**src/rtl/serial_rxq_pkg.sv**
```systemverilog
package serial_rxq_pkg;

  // Longest frame: start + 8 data + parity + 2 stop.
  localparam int FRAME_MAX = 12;

  // Bits in one character on the line for the given frame setting.
  function automatic int char_bits(logic [1:0] dlen, logic par, logic stop2);
    return 7 + int'(dlen) + int'(par) + int'(stop2);
  endfunction

  // Trigger select (control bits 7:6) to a level in bytes.
  function automatic int trig_decode(logic [1:0] sel);
    case (sel)
      2'b00:   return 1;
      2'b01:   return 4;
      2'b10:   return 8;
      default: return 14;
    endcase
  endfunction

endpackage

```
**src/rtl/serial_rxq_ctl.sv**
```systemverilog
module serial_rxq_ctl (
  input  logic       clk,
  input  logic       rst_n,
  input  logic       wr,
  input  logic [7:0] wdata,
  output logic [7:0] cfg_q,
  output logic       rx_flush,
  output logic       tx_flush
);
  localparam logic [7:0] KEEP_MASK = 8'hC9;
  localparam int EN_B  = 0;
  localparam int RXR_B = 1;
  localparam int TXR_B = 2;

  logic wr_eff;
  logic en_chg;

  assign wr_eff   = wr && (wdata != cfg_q);
  assign en_chg   = wdata[EN_B] ^ cfg_q[EN_B];
  assign rx_flush = wr_eff && (wdata[RXR_B] || en_chg);
  assign tx_flush = wr_eff && (wdata[TXR_B] || en_chg);

  always_ff @(posedge clk or negedge rst_n) begin
    if (!rst_n)      cfg_q <= '0;
    else if (wr_eff) cfg_q <= wdata & KEEP_MASK;
  end

  AST_SAME_WRITE_NOP: assert property (@(posedge clk) disable iff (!rst_n)
    (wr && wdata == cfg_q) |=> $stable(cfg_q));

endmodule

```
**src/rtl/serial_rxq_store.sv**
```systemverilog
module serial_rxq_store #(
  parameter int DEPTH = 16,
  parameter int DW    = 8,
  localparam int AW   = (DEPTH > 1) ? $clog2(DEPTH) : 1,
  localparam int CW   = $clog2(DEPTH + 1)
) (
  input  logic          clk,
  input  logic          rst_n,
  input  logic          flush,
  input  logic          cap_one,
  input  logic          push,
  input  logic [DW-1:0] push_data,
  input  logic          pop,
  output logic [CW-1:0] count,
  output logic [DW-1:0] head,
  output logic          do_push,
  output logic          do_pop,
  output logic          ovr_o
);
  logic [DW-1:0] mem [DEPTH];
  logic [AW-1:0] wr_ptr;
  logic [AW-1:0] rd_ptr;
  logic          cap_full;

  function automatic logic [AW-1:0] ptr_next(logic [AW-1:0] p);
    return (p == AW'(DEPTH - 1)) ? '0 : p + 1'b1;
  endfunction

  assign cap_full = cap_one ? (count != '0) : (count == CW'(DEPTH));
  assign do_pop   = pop && (count != '0);
  assign do_push  = push && (!cap_full || do_pop);
  assign ovr_o    = push && !do_push && !flush;
  assign head     = (count != '0) ? mem[rd_ptr] : '0;

  always_ff @(posedge clk or negedge rst_n) begin
    if (!rst_n) begin
      wr_ptr <= '0;
      rd_ptr <= '0;
      count  <= '0;
    end else if (flush) begin
      wr_ptr <= '0;
      rd_ptr <= '0;
      count  <= '0;
    end else begin
      if (do_push) wr_ptr <= ptr_next(wr_ptr);
      if (do_pop)  rd_ptr <= ptr_next(rd_ptr);
      count <= count + CW'(do_push) - CW'(do_pop);
    end
  end

  always_ff @(posedge clk) begin
    if (do_push && !flush) mem[wr_ptr] <= push_data;
  end

  AST_CNT_BOUND: assert property (@(posedge clk) disable iff (!rst_n)
    count <= CW'(DEPTH));
  AST_EMPTY_POP_HOLD: assert property (@(posedge clk) disable iff (!rst_n)
    (pop && count == '0 && !flush) |=> $stable(rd_ptr));
  AST_OVR_DROPS: assert property (@(posedge clk) disable iff (!rst_n)
    (ovr_o && !pop) |=> $stable(count));

endmodule

```
**src/rtl/serial_rxq_tmo.sv**
```systemverilog
module serial_rxq_tmo #(
  parameter int TW = 6
) (
  input  logic          clk,
  input  logic          rst_n,
  input  logic          flush,
  input  logic          tick,
  input  logic [TW-1:0] limit,
  input  logic          arm,
  input  logic          disarm,
  input  logic          clr_pend,
  input  logic          nonempty,
  output logic          pend,
  output logic          expire
);
  logic          armed;
  logic [TW-1:0] cnt;

  assign expire = armed && tick && (cnt == limit - 1'b1) && !flush && !arm && !disarm;

  always_ff @(posedge clk or negedge rst_n) begin
    if (!rst_n) begin
      armed <= 1'b0;
      cnt   <= '0;
      pend  <= 1'b0;
    end else if (flush) begin
      armed <= 1'b0;
      cnt   <= '0;
      pend  <= 1'b0;
    end else begin
      if (clr_pend) pend <= 1'b0;
      if (arm) begin
        armed <= 1'b1;
        cnt   <= '0;
      end else if (disarm) begin
        armed <= 1'b0;
        cnt   <= '0;
      end else if (expire) begin
        armed <= 1'b0;
        cnt   <= '0;
        if (nonempty) pend <= 1'b1;
      end else if (armed && tick) begin
        cnt <= cnt + 1'b1;
      end
    end
  end

  AST_PEND_HAS_DATA: assert property (@(posedge clk) disable iff (!rst_n)
    pend |-> nonempty);
  AST_READ_CLEARS: assert property (@(posedge clk) disable iff (!rst_n)
    clr_pend |=> !pend);
  AST_EXPIRE_RAISES: assert property (@(posedge clk) disable iff (!rst_n)
    (expire && nonempty && !clr_pend) |=> pend);

endmodule

```
**src/rtl/serial_rxq.sv**
```systemverilog
module serial_rxq #(
  parameter int DEPTH    = 16,
  parameter int DW       = 8,
  parameter int TO_CHARS = 4,
  localparam int CW      = $clog2(DEPTH + 1),
  localparam int TW      = $clog2(TO_CHARS * serial_rxq_pkg::FRAME_MAX + 1)
) (
  input  logic          clk,
  input  logic          rst_n,
  input  logic          ctl_wr,
  input  logic [7:0]    ctl_wdata,
  input  logic          rx_valid,
  input  logic [DW-1:0] rx_data,
  input  logic          rx_brk,
  input  logic          rd_pop,
  output logic [DW-1:0] rd_data,
  input  logic          bit_tick,
  input  logic [1:0]    frm_dlen,
  input  logic          frm_par,
  input  logic          frm_stop2,
  output logic          fifo_en,
  output logic          dma_mode,
  output logic [CW-1:0] trig_lvl,
  output logic          level_hit,
  output logic          tx_clr,
  output logic          data_ready,
  output logic [CW-1:0] rx_count,
  output logic          brk_flag,
  output logic          tmo_pend,
  output logic          ovr
);
  import serial_rxq_pkg::*;

  logic [7:0]    cfg_q;
  logic          rx_flush;
  logic          push;
  logic [DW-1:0] push_data;
  logic          do_push;
  logic          do_pop;
  logic [CW-1:0] count_after;
  logic          tmr_arm;
  logic          tmr_disarm;
  logic          tmr_expire;
  logic [TW-1:0] tmr_limit;

  serial_rxq_ctl u_ctl (
    .clk      (clk),
    .rst_n    (rst_n),
    .wr       (ctl_wr),
    .wdata    (ctl_wdata),
    .cfg_q    (cfg_q),
    .rx_flush (rx_flush),
    .tx_flush (tx_clr)
  );

  assign fifo_en   = cfg_q[0];
  assign dma_mode  = cfg_q[3];
  assign trig_lvl  = CW'(trig_decode(cfg_q[7:6]));
  assign push      = rx_valid || rx_brk;
  assign push_data = rx_brk ? '0 : rx_data;

  serial_rxq_store #(.DEPTH(DEPTH), .DW(DW)) u_store (
    .clk       (clk),
    .rst_n     (rst_n),
    .flush     (rx_flush),
    .cap_one   (!fifo_en),
    .push      (push),
    .push_data (push_data),
    .pop       (rd_pop),
    .count     (rx_count),
    .head      (rd_data),
    .do_push   (do_push),
    .do_pop    (do_pop),
    .ovr_o     (ovr)
  );

  assign count_after = rx_count + CW'(do_push) - CW'(do_pop);
  assign tmr_arm     = fifo_en && (do_push || (do_pop && count_after != '0));
  assign tmr_disarm  = do_pop && (count_after == '0);
  assign tmr_limit   = TW'(TO_CHARS * char_bits(frm_dlen, frm_par, frm_stop2));

  serial_rxq_tmo #(.TW(TW)) u_tmo (
    .clk      (clk),
    .rst_n    (rst_n),
    .flush    (rx_flush),
    .tick     (bit_tick),
    .limit    (tmr_limit),
    .arm      (tmr_arm),
    .disarm   (tmr_disarm),
    .clr_pend (do_pop),
    .nonempty (rx_count != '0),
    .pend     (tmo_pend),
    .expire   (tmr_expire)
  );

  always_ff @(posedge clk or negedge rst_n) begin
    if (!rst_n)                  brk_flag <= 1'b0;
    else if (rx_flush)           brk_flag <= 1'b0;
    else if (do_push && rx_brk)  brk_flag <= 1'b1;
    else if (tmr_disarm)         brk_flag <= 1'b0;
  end

  assign data_ready = (rx_count != '0);
  assign level_hit  = fifo_en && (rx_count >= trig_lvl);

  AST_TOGGLE_EMPTIES: assert property (@(posedge clk) disable iff (!rst_n)
    (fifo_en != $past(fifo_en)) |-> (rx_count == '0));
  AST_FLUSH_CLEARS: assert property (@(posedge clk) disable iff (!rst_n)
    rx_flush |=> (rx_count == '0 && !tmo_pend && !brk_flag));
  AST_DIS_NO_PEND: assert property (@(posedge clk) disable iff (!rst_n)
    !fifo_en |-> !tmo_pend);
  AST_BRK_HAS_DATA: assert property (@(posedge clk) disable iff (!rst_n)
    brk_flag |-> data_ready);

endmodule

```
**config.mk**
```make
export PLATFORM = sky130hd
export DESIGN_NAME = serial_rxq
export DESIGN_NICKNAME = d
export VERILOG_FILES = /design/src/rtl/serial_rxq_pkg.sv /design/src/rtl/serial_rxq_ctl.sv /design/src/rtl/serial_rxq_store.sv /design/src/rtl/serial_rxq_tmo.sv /design/src/rtl/serial_rxq.sv
export SDC_FILE = /design/constraint.sdc
export NUM_CORES = 1
export LEC_CHECK = 0
export ABC_AREA = 1
export BUFFER_PORTS_ARGS = -buffer_cell sky130_fd_sc_hd__buf_2
export CAP_MARGIN = 20
export CELL_PAD_IN_SITES_DETAIL_PLACEMENT = 1
export CELL_PAD_IN_SITES_GLOBAL_PLACEMENT = 2
export CORE_UTILIZATION = 25
export CTS_CLUSTER_SIZE = 24
export DETAILED_ROUTE_END_ITERATION = 10
export PLACE_DENSITY_LB_ADDON = 0.3
export SETUP_SLACK_MARGIN = 0.3
export SYNTH_ARGS = -nofsm -noshare
export SYNTH_HDL_FRONTEND = slang
export SYNTH_SLANG_ARGS = --single-unit
```
**constraint.sdc**
```tcl
create_clock -name clk -period 6.8 [get_ports clk]
set_clock_uncertainty 0.1 [all_clocks]
set_input_delay 1.36 -clock clk [delete_from_list [all_inputs] [get_ports clk]]
set_output_delay 1.36 -clock clk [all_outputs]
set_load 0.02 [all_outputs]
```
==> run metrics <==
register area share after synthesis=63.34%; Setup CP Type=reg2out; worst reg-to-reg path cell count=22; synth unique cells=42; Fmax=247.2 MHz; P&R area growth vs syn=17.46%; most frequent cell after synthesis=edfxtp_1; Final setup viols=0; Comb power frac=32.5%; initial antenna violation count=0; Area contributors post-synth=edfxtp_1, dfrtp_1, nor2_1, nand2_1, ha_1; fraction of layout cells with a size suffix above 1=15.76%; Syn Inst Count=634; CP endpoint kind=primary output; Final Slew Violations=0; Hold Violations, Final=0; fin util=29.92%; initial drt markers=297; Final min period=4.046 ns; total CTS buffers=17; row count=61; setup bufs post-CTS=0; Diodes inserted=0; Pleak=3.171 nW; starting density of the core=25.47%; fin area=8334 sq um; CP startpoint=u_store.rd_ptr[0]; Final TNS setup=0 ns; gr ovfl total=0; CTS tree=yes; largest net degree at the start of global routing=68; first-pass GRT wire length=29.99 mm; RSZ-0062 raised after global routing=no; Syn Nets=683; Final ANT Viol Nets=0; Clock Power Share=29.1%; Least-Margin Pin Slew=1.023 ns; cell count of the worst hold path=2; R2R setup slack=3.46 ns; core area=27860 sq um; WHS Endpoint=brk_flag; Pwr Total=3.002 mW; Avg Cell Area, Syn=11.19 sq um; Global Route Usage Sum=13.79%; io pins=53; vias per std cell=4.555; Placement Setup Slack=2.589 ns; placed instance count=1043; die width=170.5 um; Max Cap Viol=0; number of global-route vias before repair=5268; Post-CTS Hold Buffers=0; final cell count without fillers=1076; placed instance area=7770 sq um; root buf cell=clkbuf_16; EDFF count, synth=128; synthesized flop and latch total=154; Pwr Density=360.3 nW/um^2; CP Launch Type=flop; WL final=18.82 mm; Synth top area share=54.17%; end of the worst register-to-register path=u_tmo.cnt[5]; status=complete, no violations; Hold WC Path Type=reg2reg; Reg-to-Reg Start=u_store.count[2]; hold_ws=0.4164 ns; Clock Sinks=154; Max Root-Sink Buffers=2; top cells by count, synth=edfxtp_1, nor2_1, nand2_1, inv_1, o21ai_0; DRT Pass-1 Iters=4; final worst setup slack=2.754 ns; drt drc=0; Worst-Skew Late Latency=0.42 ns; Synth area leader=edfxtp_1; via count=4901; Pint=1.913 mW; share of flip-flops with an asynchronous set or reset=16.88%; final net count=734; routability cong.=0.7630; Buffers on Ports=51; Worst slew margin=31.72%; sequential share of power=38.4%; die area=29060 sq um; Yosys warning count=0; data required time of the worst path=5.34 ns; Hold Path Origin=brk_flag; CP arrival=2.59 ns; cell area after synthesis=7096 sq um; HPWL Detailed=12.86 mm; PostCTS Resize Cnt=0; Synth Flop Type=edfxtp_1; Critical Path Fanout Max=67; P_sw=1.089 mW; H-tree Lvls=4; die height=170.5 um; Sw Ratio=36.27%; final period utilization=59.49%; drt wl/cell=17.49 um; IR drop worst, VDD=0.1579 mV; clock-pin slew on the worst setup and hold paths=0.06 ns
-- layout make-up --
type / instances / area [sq um]
fill: 3097 / 19520
sequential: 154 / 4496
multi-input combinational: 394 / 2270
tap: 378 / 473.0
clock buffer: 19 / 432.9
timing repair buffer: 59 / 335.3
inverter: 59 / 224.0
clock inverter: 13 / 103.9
-- power groups by stage --
stage | registers (mW) | clock network [mW] | logic [mW]
final | 1.15 | 0.875 | 0.975
after global routing | 1.16 | 0.933 | 1.10
after CTS | 1.17 | 0.898 | 0.967
after detailed placement | 1.19 | 0 | 0.962
after global placement | 1.19 | 0 | 0.958
after floorplan | 1.17 | 0 | 0.660
-- state kept, by name (all words and copies together) (netlist names) --
signal	flops
u_tmo.armed	1
u_tmo.cnt	6
u_ctl.cfg_q	4
u_store.count	5
u_store.mem	128
u_store.rd_ptr	4
u_store.wr_ptr	4
u_tmo.pend	1
brk_flag	1
-- worst max-delay path, stage by stage (launching register included) --
cell and delay (ns):
dfrtp_2 0.36, buf_4 0.60, nor2_1 0.12, o32ai_1 0.42, o211ai_1 0.20, a31oi_1 0.21
buf_2 0.20
-- worst max path at each step --
stage,endpoint,slack [ns],cells past startpoint
finish,rd_data[5],2.75,6
global route,rd_data[5],2.56,6
CTS,rd_data[6],2.27,6
detailed placement,u_store.mem[11][4],2.59,8
global placement,u_store.mem[11][4],2.64,8
floorplan,u_tmo.cnt[4],3.11,19
-- logic make-up (layout without fill, tap and decap cells) --
| logic type | Yosys count | count (layout) | synth area share [%] |
|---|---|---|---|
| AOI/OAI and AO/OA | 104 | 104 | 9.558 |
| xor gates and xnor gates | 13 | 13 | 1.605 |
| adders and majority gates | 22 | 22 | 4.091 |
| buffers and inverters | 86 | 150 | 4.814 |
| DFF | 154 | 154 | 63.34 |
| muxes | 14 | 14 | 1.975 |
| other | 1 | 1 | 0.05285 |
| and+or+nand+nor | 240 | 240 | 14.57 |
-- metal layers --
| layer | global-route usage (%) | part of all wire [%] | wire, um |
|---|---|---|---|
| met5 | 0 | 0 | 0 |
| met4 | 4.034 | 1.6 | 294 |
| met1 | 17.82 | 46 | 8738 |
| met2 | 23.04 | 48 | 9123 |
| met3 | 3.000 | 3.5 | 660 |
-- layout by cell type, fill, tap and decap left out, types with 4 or more instances in the layout --
cell,count
edfxtp_1,128
nor2_1,108
nand2_1,78
inv_1,54
buf_2,51
o21ai_0,38
dfrtp_1,25
nand3_1,24
ha_1,20
o32ai_1,18
clkbuf_16,17
mux2i_1,14
o221ai_1,14
a21oi_1,12
xor2_1,9
a31oi_1,8
nand4_1,8
buf_4,7
nor2_2,6
clkinv_2,6
o211ai_1,5
xnor2_1,4
(Power assumes the default switching activity.)
